<file path="src/rtl/cop_csr_pkg.sv">
package cop_csr_pkg;
   localparam int unsigned BIT_RST   = 0;
   localparam int unsigned BIT_CIRQ  = 1;
   localparam int unsigned BIT_HALT  = 2;
   localparam int unsigned SRC_BASE  = 3;
   localparam int unsigned SRC_COUNT = 3;
   localparam int unsigned FIELD_TOP = SRC_BASE + 2 * SRC_COUNT - 1;

   typedef enum logic [1:0] {
      SRC_AUDIO = 2'd0,
      SRC_DMA   = 2'd1,
      SRC_COP   = 2'd2
   } src_id_e;

   typedef struct packed {
      logic halt;
      logic irq_req;
   } cop_ctrl_t;

   function automatic int unsigned stat_pos(input int unsigned idx);
      return SRC_BASE + 2 * idx;
   endfunction

   function automatic int unsigned mask_pos(input int unsigned idx);
      return SRC_BASE + 2 * idx + 1;
   endfunction
endpackage

</file>
<file path="src/rtl/cop_csr_decode.sv">
module cop_csr_decode #(
   parameter int unsigned ADDR_W     = 8,
   parameter int unsigned REG_OFFSET = 'h0A
) (
   input  logic [ADDR_W-1:0] addr,
   input  logic              wr_en,
   output logic              hit,
   output logic              wr_hit
);
   localparam logic [ADDR_W-1:0] OFS = ADDR_W'(REG_OFFSET);

   assign hit    = (addr == OFS);
   assign wr_hit = hit & wr_en;
endmodule

</file>
<file path="src/rtl/cop_csr_src_cell.sv">
module cop_csr_src_cell (
   input  logic clk,
   input  logic rst_n,
   input  logic evt,
   input  logic wr_hit,
   input  logic wr_stat,
   input  logic wr_mask,
   output logic stat_q,
   output logic mask_q
);
   always_ff @(posedge clk or negedge rst_n) begin
      if (!rst_n) begin
         stat_q <= 1'b0;
      end else if (evt) begin
         stat_q <= 1'b1;
      end else if (wr_hit && wr_stat) begin
         stat_q <= 1'b0;
      end
   end

   always_ff @(posedge clk or negedge rst_n) begin
      if (!rst_n) begin
         mask_q <= 1'b0;
      end else if (wr_hit) begin
         mask_q <= wr_mask;
      end
   end
endmodule

</file>
<file path="src/rtl/cop_csr_ctrl.sv">
module cop_csr_ctrl
   import cop_csr_pkg::*;
(
   input  logic      clk,
   input  logic      rst_n,
   input  logic      wr_hit,
   input  logic      wr_rst,
   input  logic      wr_cirq,
   input  logic      wr_halt,
   output cop_ctrl_t ctrl_q,
   output logic      rst_pulse_q
);
   always_ff @(posedge clk or negedge rst_n) begin
      if (!rst_n) begin
         ctrl_q <= '0;
      end else if (wr_hit) begin
         ctrl_q.halt    <= wr_halt;
         ctrl_q.irq_req <= wr_cirq;
      end
   end

   always_ff @(posedge clk or negedge rst_n) begin
      if (!rst_n) begin
         rst_pulse_q <= 1'b0;
      end else begin
         rst_pulse_q <= wr_hit & wr_rst;
      end
   end
endmodule

</file>
<file path="src/rtl/cop_irq_csr.sv">
module cop_irq_csr
   import cop_csr_pkg::*;
#(
   parameter int unsigned ADDR_W     = 8,
   parameter int unsigned DATA_W     = 16,
   parameter int unsigned REG_OFFSET = 'h0A,
   parameter bit          IRQ_REG    = 1'b0
) (
   input  logic              clk,
   input  logic              rst_n,
   input  logic              wr_en,
   input  logic [ADDR_W-1:0] addr,
   input  logic [DATA_W-1:0] wr_data,
   output logic [DATA_W-1:0] rd_data,
   input  logic              evt_audio,
   input  logic              evt_dma,
   input  logic              evt_cop,
   output logic              host_irq,
   output logic              cop_halt,
   output logic              cop_reset,
   output logic              cop_irq_req
);
   localparam int unsigned NSRC  = SRC_COUNT;
   localparam int unsigned USED  = FIELD_TOP + 1;

   generate
      if (DATA_W < USED) begin : g_bad_width
         $error("DATA_W too small for field layout");
      end
      if (REG_OFFSET >= (1 << ADDR_W)) begin : g_bad_ofs
         $error("REG_OFFSET outside address range");
      end
   endgenerate

   logic            hit;
   logic            wr_hit;
   logic [NSRC-1:0] evt_vec;
   logic [NSRC-1:0] stat_q;
   logic [NSRC-1:0] mask_q;
   cop_ctrl_t       ctrl_q;
   logic            rst_pulse_q;
   logic [DATA_W-1:0] word;

   assign evt_vec[SRC_AUDIO] = evt_audio;
   assign evt_vec[SRC_DMA]   = evt_dma;
   assign evt_vec[SRC_COP]   = evt_cop;

   cop_csr_decode #(
      .ADDR_W     (ADDR_W),
      .REG_OFFSET (REG_OFFSET)
   ) u_dec (
      .addr   (addr),
      .wr_en  (wr_en),
      .hit    (hit),
      .wr_hit (wr_hit)
   );

   generate
      for (genvar i = 0; i < NSRC; i++) begin : g_src
         cop_csr_src_cell u_cell (
            .clk     (clk),
            .rst_n   (rst_n),
            .evt     (evt_vec[i]),
            .wr_hit  (wr_hit),
            .wr_stat (wr_data[stat_pos(i)]),
            .wr_mask (wr_data[mask_pos(i)]),
            .stat_q  (stat_q[i]),
            .mask_q  (mask_q[i])
         );
      end
   endgenerate

   cop_csr_ctrl u_ctrl (
      .clk         (clk),
      .rst_n       (rst_n),
      .wr_hit      (wr_hit),
      .wr_rst      (wr_data[BIT_RST]),
      .wr_cirq     (wr_data[BIT_CIRQ]),
      .wr_halt     (wr_data[BIT_HALT]),
      .ctrl_q      (ctrl_q),
      .rst_pulse_q (rst_pulse_q)
   );

   always_comb begin
      word = '0;
      word[BIT_CIRQ] = ctrl_q.irq_req;
      word[BIT_HALT] = ctrl_q.halt;
      for (int unsigned k = 0; k < NSRC; k++) begin
         word[stat_pos(k)] = stat_q[k];
         word[mask_pos(k)] = mask_q[k];
      end
   end

   assign rd_data = hit ? word : '0;

   generate
      if (IRQ_REG) begin : g_irq_reg
         logic irq_q;
         always_ff @(posedge clk or negedge rst_n) begin
            if (!rst_n) begin
               irq_q <= 1'b0;
            end else begin
               irq_q <= |(stat_q & mask_q);
            end
         end
         assign host_irq = irq_q;
      end else begin : g_irq_comb
         assign host_irq = |(stat_q & mask_q);
      end
   endgenerate

   assign cop_halt    = ctrl_q.halt;
   assign cop_irq_req = ctrl_q.irq_req;
   assign cop_reset   = rst_pulse_q;
endmodule

</file>
<file path="config.mk">
export PLATFORM = sky130hd
export DESIGN_NAME = cop_irq_csr
export DESIGN_NICKNAME = d
export VERILOG_FILES = /design/src/rtl/cop_csr_pkg.sv /design/src/rtl/cop_csr_decode.sv /design/src/rtl/cop_csr_src_cell.sv /design/src/rtl/cop_csr_ctrl.sv /design/src/rtl/cop_irq_csr.sv
export SDC_FILE = /design/constraint.sdc
export NUM_CORES = 1
export LEC_CHECK = 0
export BUFFER_PORTS_ARGS = -buffer_cell sky130_fd_sc_hd__buf_4
export CAP_MARGIN = 20
export CORE_MARGIN = 5
export CORE_UTILIZATION = 37
export DETAILED_ROUTE_END_ITERATION = 10
export GPL_ROUTABILITY_DRIVEN = 0
export PLACE_DENSITY = 0.87
export SKIP_LAST_GASP = 1
export SLEW_MARGIN = 40
export SYNTH_ARGS = -nofsm -noshare
export SYNTH_HDL_FRONTEND = slang
export SYNTH_SLANG_ARGS = --single-unit
</file>
<file path="constraint.sdc">
create_clock -name clk -period 1.3 [get_ports clk]
set_input_delay 0.13 -clock clk [delete_from_list [all_inputs] [get_ports clk]]
set_output_delay 0.13 -clock clk [all_outputs]
set_load 0.05 [all_outputs]
</file>
==> key figures, run 1 <==
Power
  – Power density over the cells: 776.1 mW/mm^2
  – Leak: 0.0004863 uW
  – Peak VDD IR: around 510 uV

Worst setup path
  – Reg2reg setup slack: 0.42 ns
  – Startpoint types: register
  – FF-to-FF Start: g_src[1].u_cell.mask_q$_DFFE_PN0N_
  – Worst path arrival time: 1.21 ns
  – Crit. End Element: output port
  – CP Max Fanout: 2
  – Worst setup startpoint: g_src[1].u_cell.mask_q$_DFFE_PN0N_
  – CP required: 1.17 ns
  – Critical path class: reg -> out

Floorplanning
  – Die height: 47.69 um
  – Die area: around 0.0023 mm^2
  – Ports: 50
  – Chip width: around 48 um
  – Starting Density: roughly two fifths
  – Core region area: roughly 0.0013 mm^2
  – Row count: 13

Timing
  – Crit path time final: between 1 and 1.5 ns
  – Pins Over Slew Limit: 0
  – Final Hold Violating Endpoints: 0
  – Period utilisation layout: 103.2%
  – Clock skew: 0 ns
  – Max Fclk: around 0.75 GHz
  – WHS: between 0.04 and 0.05 ns
  – Setup ws final: -0.04195 ns
  – RSZ-0062 raised after global routing: yes
  – Final setup fails: 1
  – Fin Setup TNS: -0.04195 ns

Synth
  – Register area share after synthesis: between 40% and 50%
  – Syn_area_per_cell: 11.42 um^2
  – Post-synthesis register bit count: 9
  – Synth Instances: 46
  – YS warnings: 0
  – Synth cell types: 14
  – Netlist area before placement: ~530 um^2

CTS
  – Total CTS buffers: 3
  – CTS tree: yes
  – Reg clk slew, reported paths: 0.06 ns
  – Clk_lat worst skew: around 0.26 ns
  – Buffer depth of the longest clock path: 2
  – Clock tree root driver cell: clkbuf_4
  – H-tree Lvls: 1
  – Clk sink count: 9

Detailed routing
  – DRC violations left: 0
  – Antenna Nets Post-Route: 0
  – Metal-1 WL: 445 um
  – DR iter-0 viols: 5
  – First drt pass iteration count: 4
  – Routed vias/inst: 4.810
  – Detailed-route wire length: between 1 and 1.5 mm
  – Met2 WL: roughly 690 um
  – DR vias: between 500 and 600
  – Wire per inst: roughly 13 um
  – Met3 wire len: 276 um
  – Top routing layer in use: met3

Finish
  – Layout cells sized above 1: 62.22%
  – Final net count: around 120
  – Area Growth Syn to Fin: 71.43%
  – Commonest non-fill, non-tap cell in the layout: buf_4
  – Diodes inserted: 0
  – Most frequent cells in the layout: 35 x buf_4, 9 x dfrtp_1, 8 x conb_1

Status
  – Outcome: finished, violations left
  – Failing checks: setup timing

Min path
  – Path type of the worst min-delay path: in -> reg
  – Worst hold start: evt_cop

Placement
  – DP HPWL: ~1.1 mm
  – Port Buffers: 34

GRT
  – Vias in the first global route: between 500 and 600
  – Tot GR Track Use: around 14%
  – Initial antenna violation count: 0
  – First-pass GRT wire length: between 2 and 2.5 mm
  – Grt ovf: 0
  – Largest net degree at the start of global routing: 10

Run
  – Max Cap Viol: 0
[cells in the mapped netlist (all sizes together)]
| cell | n | area share, % |
|---|---|---|
| a21o | 3 | 4.3 |
| dfrtp | 9 | 43 |
| nor4b | 2 | 9.0 |
| buf | 9 | 12 |
| conb | 1 | 0.71 |
| nand3 | 1 | 1.9 |
| mux2 | 5 | 11 |
| nand4 | 3 | 3.6 |
| inv | 2 | 1.4 |
| clkbuf | 1 | 0.95 |
| nor2 | 1 | 0.71 |
| and3 | 8 | 9.5 |
| a222oi | 1 | 1.9 |
[metrics by stage]
step,cells,total power (uW),area [um^2],utilization [%],setup WS (ns)
3_3_place_gp,97,475.2,793.3,60.21,0.02588
2_1_floorplan,53,414.8,551.8,-,0.01463
3_5_place_dp,97,479.4,793.3,60.21,-0.02030
6_report,105,699.1,900.9,68.38,-0.04195
4_1_cts,105,707.7,855.8,64.96,-0.05917
5_1_grt,105,747.9,900.9,68.38,-0.1174
[kinds of logic (layout without fill, tap and decap cells)]
family | Yosys count | count (layout) | synth area share [%]
AO/OA/AOI/OAI | 4 | 4 | 6.190
buffers and inverters | 12 | 49 | 14.76
flip-flops | 9 | 9 | 42.86
multiplexers | 5 | 5 | 10.71
other | 1 | 8 | 0.7136
AND/OR/NAND/NOR | 15 | 15 | 24.76
[flip-flops by register name (all words and copies together) (netlist names)]
| register | count |
|---|---|
| g_src.u_cell.mask_q | 3 |
| g_src.u_cell.stat_q | 3 |
| u_ctrl.ctrl_q | 2 |
| u_ctrl.rst_pulse_q | 1 |
[layout make-up]
| type | count | area [um^2] |
|---|---|---|
| Clock buffer | 4 | 26.28 |
| Fill cell | 102 | 416.7 |
| Multi-Input combinational cell | 32 | 264.0 |
| Tap cell | 15 | 18.77 |
| Timing Repair Buffer | 43 | 359.1 |
| Inverter | 2 | 7.507 |
| Sequential cell | 9 | 225.2 |
[routing by layer]
| layer | vias to the layer above | track usage [%] |
|---|---|---|
| met5 | - | 0 |
| met3 | 0 | 7.143 |
| met1 | 230 | 13.01 |
| met4 | 0 | 8.065 |
| li1 | 241 | - |
| met2 | 34 | 23.75 |
[power by group]
group,internal [uW],total [uW],switching [uW]
combinational,78.6,193,114
sequential,288,293,5.40
clock,118,213,95.3
[critical path, cell delays in order (launching register included)]
cell      delay (ns)
dfrtp_1         0.38
a222oi_1        0.32
inv_1           0.09
buf_6           0.16
[path summary, 6_finish.rpt]
| kind | end | depth (start not counted) |
|---|---|---|
| max | host_irq | 3 |
| min | g_src[2].u_cell.stat_q$_DFFE_PN0P_ | 2 |
| max reg2reg | g_src[1].u_cell.mask_q$_DFFE_PN0N_ | 2 |
| min reg2reg | g_src[0].u_cell.stat_q$_DFFE_PN0P_ | 1 |
| max in group asynchronous | u_ctrl.ctrl_q[0]$_DFFE_PN0N_ | 2 |
| min in group asynchronous | g_src[0].u_cell.mask_q$_DFFE_PN0N_ | 2 |
[timing repair]
action / in CTS / in global routing
resized for setup: 1 / 11
hold endpoints to repair: 9 / 0
setup buffers: 3 / 0
pin swaps: 3 / 1
endpoints found under the setup margin: 3 / 6
hold buffers: 1 / 0
Power figures use the tool's default switching activity.
==> inputs of run 2 (changes only) <==
- CORE_UTILIZATION: 37 -> 31
- PLACE_DENSITY: 0.87 -> 0.79
- clock period: 1.3 -> 1.1 ns (I/O delays scaled with it)
==> key figures, run 2 (same netlist as run 1, synthesis figures left out) <==
Floorplanning
  – Ports: 50 (unchanged)
  – Die area: 0.002618 mm^2 (was 0.002274 mm^2)
  – Row count: 14 (was 13)
  – Chip width: 51.17 um (was 47.69 um)
  – Core region area: 0.001559 mm^2 (was 0.001318 mm^2)
  – Starting Density: 33.71% (was 39.89%)
  – Die height: 51.17 um (was 47.69 um)

GRT
  – First-pass GRT wire length: 2.566 mm (was 2.125 mm)
  – Global-route met3 utilization: 6.977% (was 7.143%)
  – Grt ovf: 0 (unchanged)
  – Vias in the first global route: 561 (was 529)
  – Tot GR Track Use: 13.23% (was 13.83%)
  – Busiest grt layer: met2 (unchanged)
  – Largest net degree at the start of global routing: 10 (unchanged)
  – Grt met1 use: 11.63% (was 13.01%)
  – Met2 usage: 24.25% (was 23.75%)
  – Initial antenna violation count: 0 (unchanged)

Detailed routing
  – DR iter-0 viols: 9 (was 5)
  – First drt pass iteration count: 4 (unchanged)
  – Wire per inst: 14.83 um (was 13.46 um)
  – Antenna Nets Post-Route: 0 (unchanged)
  – DRC violations left: 0 (unchanged)
  – Detailed-route wire length: 1.617 mm (was 1.413 mm)
  – DR vias: 546 (was 505)
  – Routed vias/inst: 5.009 (was 4.810)

Finish
  – Final instance area: 0.001007 mm^2 (was 900.9 um^2)
  – Layout cells sized above 1: 69.89% (was 62.22%)
  – Final non-filler cell total: 109 (was 105)
  – Largest regs: g_src.u_cell.mask_q: 3 flops, g_src.u_cell.stat_q: 3 flops, u_ctrl.ctrl_q: 2 flops (unchanged)
  – Commonest non-fill, non-tap cell in the layout: buf_4 (unchanged)
  – Area Growth Syn to Fin: 91.67% (was 71.43%)
  – Diodes inserted: 0 (unchanged)
  – Most frequent cells in the layout: 31 x buf_4, 8 x and3_4, 8 x conb_1, 8 x dfrtp_1, 8 x buf_8 (was 35 x buf_4, 9 x dfrtp_1, 8 x conb_1)
  – Fillcell total: 128 (was 102)
  – Final core utilization: 64.61% (was 68.38%)
  – Final net count: 124 (was 121)

Timing
  – Final Hold Violating Endpoints: 0 (unchanged)
  – Final setup fails: 9 (was 1)
  – Fin Setup TNS: -1.448 ns (was -0.04195 ns)
  – Clock skew: 0 ns (unchanged)
  – RSZ-0062 raised after global routing: yes (unchanged)
  – Pins Over Slew Limit: 0 (unchanged)
  – Crit path time final: around 1.4 ns
  – Setup ws final: -0.2570 ns (was -0.04195 ns)
  – WHS: 0.02888 ns (was 0.04798 ns)
  – Max Fclk: about 0.74 GHz
  – Period utilisation layout: 123.4%

Worst setup path
  – Reg2reg setup slack: 0.20 ns (was 0.42 ns)
  – Startpoint types: register (unchanged)
  – CP Max Fanout: 2 (unchanged)
  – Critical path class: reg -> out (unchanged)
  – Critical path's slowest cell: dfrtp_1 (unchanged)
  – Crit-path cells: a222oi_1 -> inv_1 -> buf_6 (unchanged)
  – CP required: 0.99 ns (was 1.17 ns)
  – Worst path arrival time: 1.25 ns (was 1.21 ns)
  – Crit. End Element: output port (unchanged)
  – Slowest stage delay, CP: 0.38 ns (about the same)

Placement
  – Port Buffers: 34 (unchanged)
  – Inst Count DP: 99 (was 97)
  – Area post-placement: 813.3 um^2 (was 793.3 um^2)

CTS
  – CTS tree: yes (unchanged)
  – Buffer depth of the longest clock path: 2 (unchanged)
  – Reg clk slew, reported paths: 0.06 ns (about the same)
  – Clk_lat worst skew: 0.26 ns (about the same)
  – Total CTS buffers: 3 (unchanged)
  – Clk sink count: 9 (unchanged)
  – H-tree Lvls: 1 (unchanged)
  – Clock tree root driver cell: clkbuf_4 (unchanged)

Power
  – Leak: 0.0005017 uW (was 0.0004863 uW)
  – Power density over the cells: 832.8 mW/mm^2 (was 776.1 mW/mm^2)
  – Peak VDD IR: 638.4 uV (was 511.1 uV)

Status
  – Outcome: finished, violations left (unchanged)
  – Failing checks: setup timing (unchanged)

Min path
  – Path type of the worst min-delay path: in -> reg (unchanged)

Run
  – Max Cap Viol: 0 (unchanged)
## run 2: area by class of cell
cell class / count / area (um^2) / share of cell area (%)
Sequential cell: 9 / 226.5 / 22.48
Timing Repair Buffer: 46 / 430.4 / 42.73
Clock buffer: 4 / 26.28 / 2.609
Tap cell: 16 / 20.02 / 1.988
Inverter: 2 / 7.507 / 0.7453
Multi-Input combinational cell: 32 / 296.5 / 29.44
## run 2: layer usage
| layer | wire length, um | vias to the layer above |
|---|---|---|
| met2 | 801 | 38 |
| met1 | 569 | 264 |
| met5 | 0 | - |
| li1 | - | 242 |
| met3 | 227 | 2 |
| met4 | 19 | 0 |
## run 2: report_power, final
group	total [uW]	internal, uW	switching (uW)	leakage, uW
Sequential	347	340	6.80	0.000108
Combinational	236	98.1	138	0.000379
Clock	255	140	115	0.0000150
Total	839	578	261	0.000502
## run 2: through the flow
stage / setup WS [ns] / power [uW]
2_1_floorplan: -0.06314 / 490.6
3_3_place_gp: -0.1476 / 561.9
3_5_place_dp: -0.1715 / 564.8
4_1_cts: -0.2479 / 845.4
5_1_grt: -0.3377 / 886.6
6_report: -0.2570 / 838.8
## run 2: worst max-delay path: cells and delay by family (launching register included)
| family | cells | cell delay [ns] |
|---|---|---|
| buffers and inverters | 2 | 0.28 |
| AOI/OAI and AO/OA | 1 | 0.33 |
| DFF | 1 | 0.38 |
## run 2: path summary, 6_finish.rpt
check                                                    from                                 end  cells after the start
max reg2reg                g_src[1].u_cell.mask_q$_DFFE_PN0N_  g_src[1].u_cell.mask_q$_DFFE_PN0N_                      2
min                                                   evt_cop  g_src[2].u_cell.stat_q$_DFFE_PN0P_                      2
max in group asynchronous                               rst_n        u_ctrl.ctrl_q[1]$_DFFE_PN0N_                      2
max                        g_src[1].u_cell.mask_q$_DFFE_PN0N_                            host_irq                      3
min reg2reg                g_src[2].u_cell.stat_q$_DFFE_PN0P_  g_src[2].u_cell.stat_q$_DFFE_PN0P_                      1
min in group asynchronous                               rst_n  g_src[0].u_cell.mask_q$_DFFE_PN0N_                      2
## run 2: timing repair
item | 4_1_cts | 5_1_grt
gates cloned | 1 | 0
endpoints found under the hold margin | 9 | 0
pin swaps | 7 | 5
hold buffers | 1 | 0
buffers inserted | 2 | 2
resized for setup | 29 | 3
setup endpoints to repair | 9 | 14
